**src/rtl/pwm_reload_pkg.sv**
```systemverilog
`timescale 1ns/100ps
package pwm_reload_pkg;
    localparam int BUS_W  = 8;
    localparam int ADDR_W = 2;

    typedef enum logic [ADDR_W-1:0] {
        SEL_CTRL = 2'd0,
        SEL_CFG  = 2'd1,
        SEL_MOD  = 2'd2,
        SEL_PW   = 2'd3
    } reg_sel_e;

    // control register bit positions
    localparam int CB_EN   = 0;
    localparam int CB_LOAD = 1;
    localparam int CB_HALF = 2;
    localparam int CB_OVR  = 3;
    localparam int CB_FLAG = 7;
endpackage

```
**src/rtl/pwm_regs.sv**
```systemverilog
`timescale 1ns/100ps
module pwm_regs
    import pwm_reload_pkg::*;
#(
    parameter int CNT_W  = 8,
    parameter int LDFQ_W = 4,
    parameter int PSC_W  = 3
) (
    input  logic              clk_i,
    input  logic              rst_ni,
    input  logic [ADDR_W-1:0] addr_i,
    input  logic [BUS_W-1:0]  wdata_i,
    input  logic              wr_en_i,
    input  logic              rd_en_i,
    input  logic              reload_i,
    output logic [BUS_W-1:0]  rdata_o,
    output logic              en_o,
    output logic              half_o,
    output logic              ovr_en_o,
    output logic              flag_o,
    output logic              load_ok_o,
    output logic [LDFQ_W-1:0] ldfq_act_o,
    output logic [PSC_W-1:0]  psc_act_o,
    output logic [CNT_W-1:0]  mod_act_o,
    output logic [CNT_W-1:0]  pw_act_o
);
    localparam int PSC_LSB = LDFQ_W;

    typedef struct packed {
        logic              en;
        logic              load_ok;
        logic              half;
        logic              ovr_en;
        logic              flag;
        logic              clr_arm;
        logic [LDFQ_W-1:0] ldfq_buf;
        logic [LDFQ_W-1:0] ldfq_act;
        logic [PSC_W-1:0]  psc_buf;
        logic [PSC_W-1:0]  psc_act;
        logic [CNT_W-1:0]  mod_buf;
        logic [CNT_W-1:0]  mod_act;
        logic [CNT_W-1:0]  pw_buf;
        logic [CNT_W-1:0]  pw_act;
    } regs_t;

    regs_t    s_d, s_q;
    reg_sel_e sel;

    assign sel = reg_sel_e'(addr_i);

    always_comb begin
        s_d = s_q;
        if (wr_en_i) begin
            case (sel)
                SEL_CTRL: begin
                    s_d.en      = wdata_i[CB_EN];
                    s_d.load_ok = wdata_i[CB_LOAD];
                    s_d.half    = wdata_i[CB_HALF];
                    s_d.ovr_en  = wdata_i[CB_OVR];
                    if (!wdata_i[CB_FLAG] && s_q.clr_arm) begin
                        s_d.flag    = 1'b0;
                        s_d.clr_arm = 1'b0;
                    end
                end
                SEL_CFG: begin
                    s_d.ldfq_buf = wdata_i[0 +: LDFQ_W];
                    s_d.psc_buf  = wdata_i[PSC_LSB +: PSC_W];
                end
                SEL_MOD: s_d.mod_buf = wdata_i[CNT_W-1:0];
                SEL_PW:  s_d.pw_buf  = wdata_i[CNT_W-1:0];
                default: ;
            endcase
        end
        // a read that sees the flag set arms the clearing write
        if (rd_en_i && (sel == SEL_CTRL) && s_q.flag) begin
            s_d.clr_arm = 1'b1;
        end
        // a reload always wins over a pending clear
        if (reload_i) begin
            s_d.flag     = 1'b1;
            s_d.clr_arm  = 1'b0;
            s_d.ldfq_act = s_q.ldfq_buf;
            if (s_q.load_ok) begin
                s_d.psc_act = s_q.psc_buf;
                s_d.mod_act = s_q.mod_buf;
                s_d.pw_act  = s_q.pw_buf;
                s_d.load_ok = 1'b0;
            end
        end
    end

    always_ff @(posedge clk_i or negedge rst_ni) begin
        if (!rst_ni) begin
            s_q <= '0;
        end else begin
            s_q <= s_d;
        end
    end

    always_comb begin
        rdata_o = '0;
        case (sel)
            SEL_CTRL: begin
                rdata_o[CB_EN]   = s_q.en;
                rdata_o[CB_LOAD] = s_q.load_ok;
                rdata_o[CB_HALF] = s_q.half;
                rdata_o[CB_OVR]  = s_q.ovr_en;
                rdata_o[CB_FLAG] = s_q.flag;
            end
            SEL_CFG: begin
                rdata_o[0 +: LDFQ_W]      = s_q.ldfq_buf;
                rdata_o[PSC_LSB +: PSC_W] = s_q.psc_buf;
            end
            SEL_MOD: rdata_o[CNT_W-1:0] = s_q.mod_buf;
            SEL_PW:  rdata_o[CNT_W-1:0] = s_q.pw_buf;
            default: rdata_o = '0;
        endcase
    end

    assign en_o       = s_q.en;
    assign half_o     = s_q.half;
    assign ovr_en_o   = s_q.ovr_en;
    assign flag_o     = s_q.flag;
    assign load_ok_o  = s_q.load_ok;
    assign ldfq_act_o = s_q.ldfq_act;
    assign psc_act_o  = s_q.psc_act;
    assign mod_act_o  = s_q.mod_act;
    assign pw_act_o   = s_q.pw_act;
endmodule

```
**src/rtl/pwm_timebase.sv**
```systemverilog
`timescale 1ns/100ps
module pwm_timebase #(
    parameter int CNT_W  = 8,
    parameter int LDFQ_W = 4,
    parameter int PSC_W  = 3
) (
    input  logic              clk_i,
    input  logic              rst_ni,
    input  logic              en_i,
    input  logic              half_i,
    input  logic [CNT_W-1:0]  mod_i,
    input  logic [PSC_W-1:0]  psc_i,
    input  logic [LDFQ_W-1:0] ldfq_i,
    output logic [CNT_W-1:0]  cnt_o,
    output logic              reload_o
);
    localparam int PSC_CNT_W = (1 << PSC_W) - 1;

    typedef struct packed {
        logic [PSC_CNT_W-1:0] psc_cnt;
        logic [CNT_W-1:0]     cnt;
        logic [LDFQ_W-1:0]    opp_cnt;
    } tbase_t;

    tbase_t               s_d, s_q;
    logic [PSC_CNT_W:0]   div_full;
    logic [PSC_CNT_W-1:0] psc_lim;
    logic                 tick, wrap, halfpt, opp;

    always_comb begin
        div_full = (PSC_CNT_W+1)'(1) << psc_i;
        psc_lim  = PSC_CNT_W'(div_full - 1'b1);
        tick     = en_i && (s_q.psc_cnt == psc_lim);
        wrap     = tick && ((mod_i <= CNT_W'(1)) || (s_q.cnt >= (mod_i - CNT_W'(1))));
        halfpt   = tick && half_i && !wrap && ((s_q.cnt + CNT_W'(1)) == (mod_i >> 1));
        opp      = wrap || halfpt;
        reload_o = opp && (s_q.opp_cnt == ldfq_i);

        s_d = s_q;
        if (!en_i) begin
            s_d = '0;
        end else begin
            s_d.psc_cnt = tick ? '0 : s_q.psc_cnt + PSC_CNT_W'(1);
            if (wrap) begin
                s_d.cnt = '0;
            end else if (tick) begin
                s_d.cnt = s_q.cnt + CNT_W'(1);
            end
            if (reload_o) begin
                s_d.opp_cnt = '0;
            end else if (opp) begin
                s_d.opp_cnt = s_q.opp_cnt + LDFQ_W'(1);
            end
        end
    end

    always_ff @(posedge clk_i or negedge rst_ni) begin
        if (!rst_ni) begin
            s_q <= '0;
        end else begin
            s_q <= s_d;
        end
    end

    assign cnt_o = s_q.cnt;
endmodule

```
**src/rtl/pwm_drive.sv**
```systemverilog
`timescale 1ns/100ps
module pwm_drive #(
    parameter int CNT_W = 8
) (
    input  logic             en_i,
    input  logic             ovr_en_i,
    input  logic             ovr_i,
    input  logic [CNT_W-1:0] cnt_i,
    input  logic [CNT_W-1:0] pw_i,
    output logic             pwm_o
);
    always_comb begin
        if (ovr_en_i) begin
            pwm_o = ovr_i;
        end else if (en_i) begin
            pwm_o = (cnt_i < pw_i);
        end else begin
            pwm_o = 1'b0;
        end
    end
endmodule

```
**src/rtl/pwm_reload_gen.sv**
```systemverilog
`timescale 1ns/100ps
module pwm_reload_gen
    import pwm_reload_pkg::*;
#(
    parameter int LDFQ_W = 4,
    parameter int PSC_W  = 3
) (
    input  logic              clk_i,
    input  logic              rst_ni,
    input  logic [ADDR_W-1:0] addr_i,
    input  logic [BUS_W-1:0]  wdata_i,
    output logic [BUS_W-1:0]  rdata_o,
    input  logic              rd_en_i,
    input  logic              wr_en_i,
    input  logic              ovr_i,
    output logic              pwm_o,
    output logic              irq_o
);
    localparam int CNT_W = BUS_W;

    logic              en, half, ovr_en, flag, load_ok, reload;
    logic [LDFQ_W-1:0] ldfq_act;
    logic [PSC_W-1:0]  psc_act;
    logic [CNT_W-1:0]  mod_act, pw_act, cnt;

    pwm_regs #(.CNT_W(CNT_W), .LDFQ_W(LDFQ_W), .PSC_W(PSC_W)) u_regs (
        .clk_i      (clk_i),
        .rst_ni     (rst_ni),
        .addr_i     (addr_i),
        .wdata_i    (wdata_i),
        .wr_en_i    (wr_en_i),
        .rd_en_i    (rd_en_i),
        .reload_i   (reload),
        .rdata_o    (rdata_o),
        .en_o       (en),
        .half_o     (half),
        .ovr_en_o   (ovr_en),
        .flag_o     (flag),
        .load_ok_o  (load_ok),
        .ldfq_act_o (ldfq_act),
        .psc_act_o  (psc_act),
        .mod_act_o  (mod_act),
        .pw_act_o   (pw_act)
    );

    pwm_timebase #(.CNT_W(CNT_W), .LDFQ_W(LDFQ_W), .PSC_W(PSC_W)) u_tbase (
        .clk_i    (clk_i),
        .rst_ni   (rst_ni),
        .en_i     (en),
        .half_i   (half),
        .mod_i    (mod_act),
        .psc_i    (psc_act),
        .ldfq_i   (ldfq_act),
        .cnt_o    (cnt),
        .reload_o (reload)
    );

    pwm_drive #(.CNT_W(CNT_W)) u_drive (
        .en_i     (en),
        .ovr_en_i (ovr_en),
        .ovr_i    (ovr_i),
        .cnt_i    (cnt),
        .pw_i     (pw_act),
        .pwm_o    (pwm_o)
    );

    assign irq_o = flag;
endmodule

```
**config.mk**
```make
export PLATFORM = sky130hd
export DESIGN_NAME = pwm_reload_gen
export DESIGN_NICKNAME = d
export VERILOG_FILES = /design/src/rtl/pwm_reload_pkg.sv /design/src/rtl/pwm_regs.sv /design/src/rtl/pwm_timebase.sv /design/src/rtl/pwm_drive.sv /design/src/rtl/pwm_reload_gen.sv
export SDC_FILE = /design/constraint.sdc
export NUM_CORES = 1
export LEC_CHECK = 0
export ABC_CLOCK_PERIOD_IN_PS = 3000
export BUFFER_PORTS_ARGS = -buffer_cell sky130_fd_sc_hd__buf_2
export CORE_MARGIN = 5
export CORE_UTILIZATION = 45
export DETAILED_ROUTE_END_ITERATION = 12
export GPL_ROUTABILITY_DRIVEN = 0
export SLEW_MARGIN = 20
export SYNTH_ARGS = -nofsm -noshare
export SYNTH_HDL_FRONTEND = slang
export SYNTH_HIERARCHICAL = 1
export SYNTH_SLANG_ARGS = --single-unit
export TNS_END_PERCENT = 100
```
**constraint.sdc**
```tcl
create_clock -name clk_i -period 3 [get_ports clk_i]
set_input_delay 0.45 -clock clk_i [delete_from_list [all_inputs] [get_ports clk_i]]
set_output_delay 0.45 -clock clk_i [all_outputs]
set_load 0.05 [all_outputs]
```
======== Word level (Yosys, flattened, before mapping) ========
Index checks and enable logic that the tools add are counted.
cells by class
  equal/unequal tests ..................... 8
  div/mod/pow operators ................... 0
  magnitude comparators ................... 3
  multipliers ............................. 0
  bitwise gates (word level) .............. 0
  add/subtract/negate cells ............... 5
  mux-type cells .......................... 19
  reduce and logical (&&, ||, !) cells .... 27
  shift operators ......................... 1
operator list
  kind                 count
  $mux 19              1
  $mux 8               2
  $pmux 4 s4           1
  $mux 4               3
  $reduce_and 2->1     5
  $logic_and 1x1->1    9
  $mux 9               1
  $pmux 3 s3           1
  $reduce_bool 3->1    3
  $add 8x1->8 const B  1
  $eq 8x7->1           1
  $ge 8x8->1           1
  $le 8x1->1 const B   1
  $lt 8x8->1           1
  $sub 8x1->8 const B  1
  $add 7x1->7 const B  1
  $eq 7x7->1           1
  $mux 7               1
  $shl 1x3->7 const A  1
  $sub 7x1->7 const B  1
  $reduce_and 3->1     2
  $reduce_bool 2->1    3
  $mux 1               5
  $mux 5               1
  11 further kinds     15
storage, ports and cells
  bits in read-only memories .............. 0
  output and inout bits ................... 10
  register bits ........................... 71
  logic and storage cells ................. 80
  memories ................................ 0
  input port bits ......................... 15
  RAM bits ................................ 0
  latch bits .............................. 0

======== Longest topological paths before layout ========
Gate-level depths: netlist (run 1).
  depth after elaboration ................. 12
  mapped depth ............................ 17
  depth with buffers taken out ............ 14

======== Hierarchy ========
Netlist (run 1), hierarchy kept.
modules (own cells, without submodules)
  module        area each (um^2)  instances  sequential area each (um^2)  cells an instance
  pwm_regs      2416.1            1          1301.2                       159
  pwm_timebase  1771.7            1          475.5                        209
  pwm_drive     186.4             1          0.0                          26

======== Worst setup path before layout (run 1) ========
Ideal clock, no wire load.
  kind .................................... flip-flop to flip-flop
  start point ............................. reg u_regs.s_q (netlist bit u_regs/mod_act_o[2])
  end point ............................... reg u_regs.s_q (netlist bit u_regs/mod_act_o[7])
  buffers on the path ..................... 3
  arrival ................................. 3206 ps
  cell stages (with the launch flop) ...... 16
  clock period less this slack ............ 3331 ps
  data required time ...................... 2875 ps
  library setup time ...................... 125 ps
  setup slack ............................. -331 ps
  cell sequence ........................... dfrtp_1 > buf_4 > or4_4 > nor4_1 > xnor2_1 > ha_1 > nand4_1 > nor2_1 > o31ai_1 > and2_1 > buf_6 > a21oi_4 > and4_1 > nand2_2 > buf_2 > mux2_2
between the ends
  word-level cells in the longest chain between the ends .. 10
  elaborated cells on any way between the ends .. 12
  classes of those cells .................. 1 x add/sub; 2 x order compare; 1 x eq/ne; 8 x reduce/logical
RTL lines
  what                                 RTL line              source
  from (decl)                          pwm_regs.sv:46        regs_t s_d, s_q;
  from (signal assigned)               pwm_regs.sv:94        s_q <= '0;
  from (signal assigned)               pwm_regs.sv:96        s_q <= s_d;
  $sub 8x1->8                          pwm_timebase.sv:34    wrap = tick && ((mod_i <= CNT_W'(1)) || (s_q.cnt >= (mod_i - CNT_W'(1))));
  $ge 8x8->1                           pwm_timebase.sv:34
  $logic_or 1x1->1                     pwm_timebase.sv:34
  $logic_and 1x1->1                    pwm_timebase.sv:34
  $logic_not 1->1                      pwm_timebase.sv:35    halfpt = tick && half_i && !wrap && ((s_q.cnt + CNT_W'(1)) == (mod_i >> 1));
  $logic_and 1x1->1 (2 in series)      pwm_timebase.sv:35
  $logic_or 1x1->1 *                   pwm_timebase.sv:36    opp = wrap || halfpt;
  $logic_and 1x1->1 *                  pwm_timebase.sv:37    reload_o = opp && (s_q.opp_cnt == ldfq_i);
  via reload                           pwm_reload_gen.sv:21  logic en, half, ovr_en, flag, load_ok, reload;
  $reduce_and 2->1 (no source line) *  -
Mark *: on every way through the listed nets, which the timed path passes. The rest lies on a longest branch.
A chain may end at the register's enable or synchronous reset.

==> results.yml, run 1 <==
floorplanning:
  pin_count: 25
  std_cell_rows: 36
  dieArea_um2: 11800
  die_h_um: 109
  core_area_um2: 9640
  die_width_um: 109
  start_util_pct: 45.4
synthesis:
  synth-seq-cells: 71
  yosys.cell_types.count: 62
  yosysSeqAreaShare_pct: 40.6
  yosysWarnings: 6
  ys.flop_type: "dfrtp_1"
  synth_edf_count: 0
  synthArstFlopShare_pct: 100
  netlist_area_um2: 4370
  synth.avg_cell_area_um2: 11.1
  syn_nets: 429
  synthCells: 394
timing:
  final_max_slew_viol_count: 0
  finalSetupTns_ns: -0.172
  finalWorstSetupSlack_ns: -0.0578
  min_period_ns: 3.06
  rsz0062_at_grt: "true"
  worst_slew_pin_slew_ns: 0.917
  timing.fmax_mhz: 327
  holdWs_ns: 0.311
  hold_viol_final: 0
  finClkSkew_ns: 0.00686
  setup_viol: 6
  slew_headroom_pct: 38.9
  fin_crit_sh_pct: 102
final_layout:
  drive_above_1_share_pct: 36.5
  finish.utilization_pct: 50.1
  synthToLayoutAreaGrowth_pct: 10.4
  multiInputGateArea_um2: 2300
  regArea_um2: 1780
  stdcell_area_um2: 4830
  final_cell_count_no_fill: 552
  antenna_cells: 0
  n_fill_cell: 921
  finalNetCount: 450
cts:
  clock_latency_ns: 0.34
  hold_buffers: 0
  cts_tree: "yes"
  cts_made_buffers: 9
  clockRootBuffer: "clkbuf_8"
  cts.clk_slew.worst_paths_ns: 0.07
  cts_buffer_depth: 2
  h-tree-depth: 3
  cts.sinks: 71
worst_setup_path:
  worstPathMaxFanout: 4
  startpoint_type: "register"
  critical_path_class: "reg2reg"
  cp.required_ns: 3.22
  cp-end-kind: "register"
  arrival_ns: 3.28
run_status:
  outcome: "finished with violations"
  failed_checks: "setup timing"
global_routing:
  grtUsageTotal_pct: 16.8
  grt_pass1_wl_um: 15100
  grt_max_degree: 72
  grt_pass1_vias: 2958
  grt-ovfl-total: 0
  antenna_found_initial: 0
flow_run:
  cap_violations: 0
power_and_ir_drop:
  ir_drop_mv: 0.485
  p_leak_nw: 2.14
  pwr_density_cell_nw_per_um2: 861
  power.total_mw: 4.16
detailed_routing:
  wire_per_inst_um: 16.2
  drc: 0
  vias_per_cell: 5.30
  drt_iter0_drc: 105
  dr_total_vias: 2925
  drt.antenna.violating_nets: 0
  first_pass_iters: 4
  postRouteWirelength_um: 8930
placed_design:
  dp.cells: 532
  place_ws_ns: -0.0982
  hpwlAfterDp_um: 6550
  dpl_cell_area_um2: 4530
  port_buffers: 24
worst_hold_path:
  hold_path.class: "in2async"
-- cell usage after synthesis, types with 3 or more instances --
master	number	area (µm²)
dfrtp_1	71	1780
mux2_2	53	597
buf_4	32	240
nor2_1	24	90.1
ha_1	20	250
nand2_1	18	67.6
xnor2_1	18	158
inv_1	16	60.1
nand3_1	11	55.1
nor3_1	9	45.0
a21oi_1	8	40.0
xor2_1	8	70.1
buf_6	6	67.6
nor2b_1	6	37.5
o21a_1	5	37.5
o21ai_0	5	25.0
or3_1	5	31.3
a211oi_1	4	30.0
a21boi_1	4	30.0
mux2i_1	4	40.0
nand2b_1	4	25.0
a22o_1	3	26.3
a31oi_1	3	18.8
and3_1	3	18.8
mux4_2	3	67.6
nor4_1	3	18.8
-- area by class of cell --
| cell class | instances | share of cell area (%) |
|---|---|---|
| clock inverter | 2 | 0.311 |
| sequential | 71 | 36.8 |
| tap | 133 | 3.45 |
| clock buffer | 13 | 3.50 |
| inverter | 16 | 1.24 |
| multi-input combinational | 264 | 47.6 |
| timing repair buffer | 53 | 7.08 |
-- sequential cells by signal, indices dropped and copies added (netlist names) --
signal,flops
u_regs/half_o,1
u_tbase/s_q,11
u_regs/load_ok_o,1
u_regs/en_o,1
u_regs/s_q,24
u_regs/pw_act_o,8
u_regs/ldfq_act_o,4
u_regs/flag_o,1
u_regs/mod_act_o,8
u_regs/ovr_en_o,1
u_regs/psc_act_o,3
u_tbase/cnt_o,8
-- cells by family (layout without fill, tap and decap cells) --
| logic type | Yosys count | in the layout | share of synthesized area (%) |
|---|---|---|---|
| xor gates and xnor gates | 26 | 26 | 5.21 |
| buffers and inverters | 59 | 84 | 9.27 |
| DFF | 71 | 71 | 40.6 |
| AOI/OAI and AO/OA | 48 | 48 | 7.90 |
| and+or+nand+nor | 109 | 109 | 14.6 |
| adders and majority gates | 20 | 20 | 5.72 |
| muxes | 61 | 61 | 16.7 |
-- routing by layer --
layer / track usage [%] / vias to the layer above / wire (µm)
met5: 0 / - / 0
met4: 6.04 / 0 / 167
met3: 3.40 / 13 / 347
met2: 26.5 / 60 / 4240
met1: 22.8 / 1438 / 4180
li1: - / 1414 / -
-- critical path, cell delays in order, from the launching register on --
cell,delay [ns]
dfrtp_1,0.38
or4_4,0.58
nor4_4,0.16
xnor2_1,0.09
ha_1,0.31
nand4_1,0.13
nor2_1,0.14
o31ai_2,0.09
and2_4,0.15
a21oi_4,0.12
and4_4,0.30
buf_6,0.12
a21boi_0,0.09
mux2_4,0.28
-- timing repair --
action / CTS / global route
setup endpoints to repair: 25 / 31
resized for setup: 4 / 15
pin swaps: 3 / 8
setup buffers: 1 / 4
-- path summary, 6_finish.rpt --
check	startpoint	to	slack, ns	cells past startpoint
max	u_regs/mod_act_o[3]	u_regs/load_ok_o	-0.06	13
min in group clk_i	wdata_i[6]	u_regs/s_q[30]	0.37	2
min reg2reg	u_regs/s_q[46]	u_regs/flag_o	0.50	1
max reg2reg	u_regs/mod_act_o[3]	u_regs/load_ok_o	-0.06	13
min	rst_ni	u_tbase/s_q[0]	0.31	2
max in group asynchronous	rst_ni	u_regs/s_q[31]	2.09	2
-- power breakdown --
group	leakage (nW)	switching [mW]	internal (mW)
clock network	0.0878	0.349	0.364
registers	0.910	0.222	1.19
logic	1.15	1.05	0.984
total	2.14	1.62	2.54
-- cells in the final DEF (no fill, tap or decap), types with 11 or more instances in the layout --
master / count
nand2_1: 18
buf_4: 28
nor2_1: 23
nand3_1: 11
dfrtp_1: 71
inv_1: 13
ha_1: 18
buf_2: 24
clkbuf_8: 12
mux2_2: 48
xnor2_1: 18
Note: power is estimated with default switching activity, not from simulation.
==> run 2, diff against run 1 <==
ABC_CLOCK_PERIOD_IN_PS = 3200   (was 3000)
CORE_ASPECT_RATIO = 0.8   (was unset)
clock period = 3.2 ns   (was 3 ns; I/O delays follow)
==> run 2 against run 1 <==
The run now ends clean. Power shrank 3.8%. Largest cell class unchanged. Combinational power decreased by 15%. Cell area decreased by 0.65%.
==> results.yml, run 2 (synthesis gave the netlist of run 1 again) <==
final_layout:
  regMostFlops: "u_regs/s_q"
  mostFrequentLayoutCells: "dfrtp_1 (69), mux2_2 (51), buf_2 (23), nor2_1 (23), ha_1 (19)"
  drive_above_1_share_pct: 35.2
  synthToLayoutAreaGrowth_pct: 9.64
  finish.utilization_pct: 50.1
  antenna_cells: 0
  largest_reg_flops: 24
  reg.largest.list: "u_regs/s_q x24, u_tbase/s_q x11"
  finalNetCount: 439
  layout_commonest_cell: "dfrtp_1"
cts:
  cts_made_buffers: 9
  clock_latency_ns: 0.33
  cts.sinks: 71
  h-tree-depth: 3
  cts_tree: "yes"
  hold_buffers: 0
  cts.clk_slew.worst_paths_ns: 0.06
  clockRootBuffer: "clkbuf_16"
  cts_buffer_depth: 2
worst_setup_path:
  r2r-end: "u_regs/ldfq_act_o[3]"
  cp_cell_sequence: "or4_4 > nor4_4 > xnor2_1 > ha_1 > nand4_1 > nor2_2 > o31ai_2 > and2_4 > a21oi_4 > and4_4 > buf_6 > mux2_2"
  startpoint_type: "register"
  reg2reg_slack_ns: 0.08
  cp.required_ns: 3.42
  cp-end-kind: "register"
  arrival_ns: 3.34
  max_stage_delay_ns: 0.57
  reg2reg_depth: 12
  r2r-start: "u_regs/mod_act_o[5]"
  critical_path_class: "reg2reg"
  cp.buffers_inverters: 1
  worstPathMaxFanout: 6
  cp_slowest_cell: "or4_4"
  crit_family: "simple AND/OR/NAND/NOR gates"
floorplanning:
  core_area_um2: 9570
  start_util_pct: 45.7
  dieArea_um2: 11800
  pin_count: 25
  std_cell_rows: 32
  die_width_um: 120
  die_h_um: 98.2
timing:
  finalWorstSetupSlack_ns: 0.0777
  setup_viol: 0
  final_max_slew_viol_count: 0
  finalSetupTns_ns: 0
  hold_viol_final: 0
  worst_slew_pin_slew_ns: 0.678
  timing.fmax_mhz: 320
  holdWs_ns: 0.144
  finClkSkew_ns: 0.00452
  slew_headroom_pct: 54.8
  min_period_ns: 3.12
  rsz0062_at_grt: "true"
  fin_crit_sh_pct: 97.6
global_routing:
  grt_pass1_wl_um: 15200
  grt_pass1_vias: 2960
  antenna_found_initial: 0
  grt-ovfl-total: 0
  grt_max_degree: 46
  grtUsageTotal_pct: 16.3
placed_design:
  place_ws_ns: 0.00326
  hpwlAfterDp_um: 6560
  port_buffers: 24
detailed_routing:
  postRouteWirelength_um: 8990
  vias_per_cell: 5.54
  drt.antenna.violating_nets: 0
  dr_total_vias: 2927
  wire_per_inst_um: 17.0
  drc: 0
  first_pass_iters: 4
  drt_iter0_drc: 104
power_and_ir_drop:
  pwr-share-seq_pct: 34.3
  ir_drop_mv: 0.445
  pwr_density_cell_nw_per_um2: 834
  p_sw_mw: 1.53
  swShare_pct: 38.2
  power.total_mw: 4.00
  internal_power_mw: 2.47
  p_leak_nw: 2.13
  pwr-share-comb_pct: 42.9
  power_frac_clock_pct: 22.8
worst_hold_path:
  hold_path.class: "in2async"
run_status:
  outcome: "completed"
flow_run:
  cap_violations: 0
run 2: changes by cell type in the layout (fill, tap and decap cells not counted), sizes merged:
| cell | previous run | this run |
|---|---|---|
| buf | 53 | 42 |
| clkbuf | 13 | 9 |
| clkinv | 0 | 5 |
| clkinvlp | 2 | 0 |
| inv | 16 | 18 |
run 2: worst max-delay path by stage:
stage	startpoint	to	slack [ns]	cells after the start
after floorplan	u_regs/mod_act_o[2]	u_regs/mod_act_o[7]	0.005	15
after global placement	u_regs/mod_act_o[1]	u_regs/psc_act_o[1]	0.07	12
after detailed placement	u_regs/mod_act_o[1]	u_regs/psc_act_o[1]	0.003	14
after CTS	u_regs/mod_act_o[1]	u_regs/load_ok_o	0.03	15
after global routing	u_regs/mod_act_o[5]	u_regs/ldfq_act_o[3]	-0.05	12
final	u_regs/mod_act_o[5]	u_regs/ldfq_act_o[3]	0.08	12
run 2: repair_timing:
| item | CTS | global route |
|---|---|---|
| gates cloned | 0 | 0 |
| pin swaps | 0 | 9 |
| setup endpoints to repair | 17 | 30 |
| buffers inserted | 0 | 5 |
| resized for setup | 1 | 19 |
run 2: metal layers:
| metal | global-route usage, % | wire [µm] | up-vias |
|---|---|---|---|
| met4 | 4.70 | 112 | 0 |
| met1 | 23.3 | 4450 | 1446 |
| met5 | 0 | 0 | - |
| li1 | - | - | 1403 |
| met2 | 24.3 | 4030 | 68 |
| met3 | 4.52 | 391 | 10 |
run 2: power groups by stage:
| stage | logic, mW | registers, mW | clock network (mW) |
|---|---|---|---|
| floorplan | 1.48 | 1.26 | 0 |
| global route | 1.88 | 1.41 | 0.979 |
| CTS | 1.58 | 1.37 | 0.942 |
| global placement | 1.55 | 1.37 | 0 |
| detailed placement | 1.58 | 1.38 | 0 |
| finish | 1.72 | 1.37 | 0.911 |
run 2: per-stage QoR:
step,cell area [µm²],instances
detailed placement,4410,507
CTS,4690,523
global route,4800,528
global placement,4410,507
finish,4800,528
floorplan,4390,394
run 2: worst register-to-register path, delay by kind of cell, from the launching register on:
| kind | cells | cell delay, ns |
|---|---|---|
| adder cells (fa/ha/maj) | 1 | 0.31 |
| AO/OA/AOI/OAI | 2 | 0.19 |
| XOR/XNOR | 1 | 0.12 |
| flip-flops | 1 | 0.38 |
| multiplexers | 1 | 0.34 |
| buffers and inverters | 1 | 0.15 |
| AND/OR/NAND/NOR | 6 | 1.51 |
run 2: layout make-up:
class	count	area [µm²]
timing repair buffer	42	262
fill	839	4770
sequential	71	1780
clock inverter	7	46.3
clock buffer	9	225
tap	119	149
multi-input combinational	264	2270
inverter	16	60.1
==> run 3, diff against run 2 <==
RECOVER_POWER = 100   (was unset)
SETUP_SLACK_MARGIN = 0.15   (was unset)
==> run 3 against run 2 <==
The flow now finishes with violations (capacitance limit, slew limit). Critical path depth up 1. Power is 4.4% higher. Wire length grew 1.6%. First-iteration DRC count increased by 16%. Largest cell class unchanged. Highest routed layer unchanged.
==> results.yml, run 3 (synthesis gave the netlist of run 1 again) <==
timing:
  final_max_slew_viol_count: 32
  finalSetupTns_ns: 0
  holdWs_ns: 0.409
  fin_crit_sh_pct: 94.6
  finalWorstSetupSlack_ns: 0.173
  worst_slew_pin_slew_ns: 1.73
  setup_viol: 0
  min_period_ns: 3.03
  rsz0062_at_grt: "true"
  hold_viol_final: 0
  slew_headroom_pct: -15.7
  finClkSkew_ns: 0.00511
  timing.fmax_mhz: 330
final_layout:
  synthToLayoutAreaGrowth_pct: 9.55
  mostFrequentLayoutCells: "dfrtp_1 (69), mux2_2 (44), nor2_1 (23), ha_1 (19)"
  reg.largest.list: "u_regs/s_q x24, u_tbase/s_q x11"
  n_fill_cell: 854
  largest_reg_flops: 24
  finalNetCount: 433
  layout_commonest_cell: "dfrtp_1"
  regArea_um2: 1780
  regMostFlops: "u_regs/s_q"
  finish.utilization_pct: 50.1
  drive_above_1_share_pct: 29.5
  stdcell_area_um2: 4790
  final_cell_count_no_fill: 522
  multiInputGateArea_um2: 2260
  antenna_cells: 0
placed_design:
  dp.cells: 503
  dpl_cell_area_um2: 4430
  hpwlAfterDp_um: 6480
  place_ws_ns: 0.0656
  port_buffers: 24
cts:
  cts_tree: "yes"
  clock_latency_ns: 0.33
  cts.sinks: 71
  cts_made_buffers: 9
  clockRootBuffer: "clkbuf_16"
  h-tree-depth: 3
  hold_buffers: 0
  cts_buffer_depth: 2
  cts.clk_slew.worst_paths_ns: 0.06
floorplanning:
  core_area_um2: 9570
  dieArea_um2: 11800
  start_util_pct: 45.7
  pin_count: 25
  die_h_um: 98.2
  die_width_um: 120
  std_cell_rows: 32
run_status:
  outcome: "finished with violations"
  failed_checks: "capacitance limit, slew limit"
detailed_routing:
  first_pass_iters: 4
  vias_per_cell: 5.51
  wire_per_inst_um: 17.5
  drc: 0
  dr_total_vias: 2876
  drt_iter0_drc: 121
  postRouteWirelength_um: 9130
  drt.antenna.violating_nets: 0
power_and_ir_drop:
  pwr-share-comb_pct: 40.3
  p_leak_nw: 2.11
  ir_drop_mv: 0.414
  p_sw_mw: 1.52
  pwr-share-seq_pct: 33.1
  pwr_density_cell_nw_per_um2: 871
  swShare_pct: 36.5
  internal_power_mw: 2.65
  power.total_mw: 4.17
  power_frac_clock_pct: 26.6
worst_setup_path:
  cp.required_ns: 3.41
  startpoint_type: "register"
  worstPathMaxFanout: 10
  cp-end-kind: "register"
  arrival_ns: 3.24
  critical_path_class: "reg2reg"
global_routing:
  grt_pass1_wl_um: 15100
  antenna_found_initial: 0
  grtUsageTotal_pct: 16.2
  grt-ovfl-total: 0
  grt_max_degree: 42
  grt_pass1_vias: 2904
worst_hold_path:
  hold_path.class: "in2reg"
flow_run:
  cap_violations: 1
run 3: changes by cell type in the layout (fill, tap and decap cells not counted), sizes merged:
cell / previous run / this run
buf: 42 / 24
bufinv: 0 / 2
clkbuf: 9 / 24
clkinv: 5 / 0
clkinvlp: 0 / 1
inv: 18 / 17
run 3: worst max-delay path, stage by stage (launching register included):
cell and delay [ns]:
dfrtp_1 0.37, or4_4 0.58, nor4_4 0.16, xnor2_1 0.11, ha_1 0.30, nand4_1 0.09
nor2_1 0.10, o31ai_1 0.11, and2_4 0.16, a21oi_4 0.11, and4_4 0.30, buf_12 0.15
a21boi_0 0.08, mux2_2 0.28
run 3: power by group through the flow:
stage	clock (mW)	combinational, mW	sequential [mW]
after floorplan	0	1.52	1.26
after global placement	0	1.57	1.38
after detailed placement	0	1.59	1.39
after CTS	1.14	1.65	1.38
after global routing	1.19	1.85	1.42
final	1.11	1.68	1.38
run 3: area by class of cell:
| cell class | count | area share [%] |
|---|---|---|
| Timing Repair Buffer | 36 | 4.31 |
| Clock buffer | 12 | 5.35 |
| Sequential cell | 71 | 37.1 |
| Clock inverter | 4 | 1.59 |
| Inverter | 16 | 1.25 |
| Multi-Input combinational cell | 264 | 47.3 |
| Tap cell | 119 | 3.11 |
run 3: layer usage:
| metal | track usage [%] | wire [µm] |
|---|---|---|
| met1 | 22.5 | 4570 |
| met2 | 25.6 | 4200 |
| met3 | 4.34 | 287 |
| met4 | 3.40 | 68 |
| met5 | 0 | 0 |
run 3: final timing paths:
path	startpoint	end	slack, ns	cells after the start
worst min register to register	u_regs/s_q[46]	u_regs/flag_o	0.47	1
min in group asynchronous	rst_ni	u_tbase/cnt_o[5]	0.60	1
worst min-delay path	wdata_i[4]	u_regs/s_q[35]	0.41	2
max in group asynchronous	rst_ni	u_regs/mod_act_o[5]	0.79	2
worst max-delay path	u_regs/mod_act_o[4]	u_regs/load_ok_o	0.17	13
worst max register to register	u_regs/mod_act_o[4]	u_regs/load_ok_o	0.17	13
run 3: repair_timing:
item,4_1_cts,5_1_grt
setup buffers,2,1
pin swaps,1,5
setup endpoints to repair,23,29
gates resized for setup,7,10
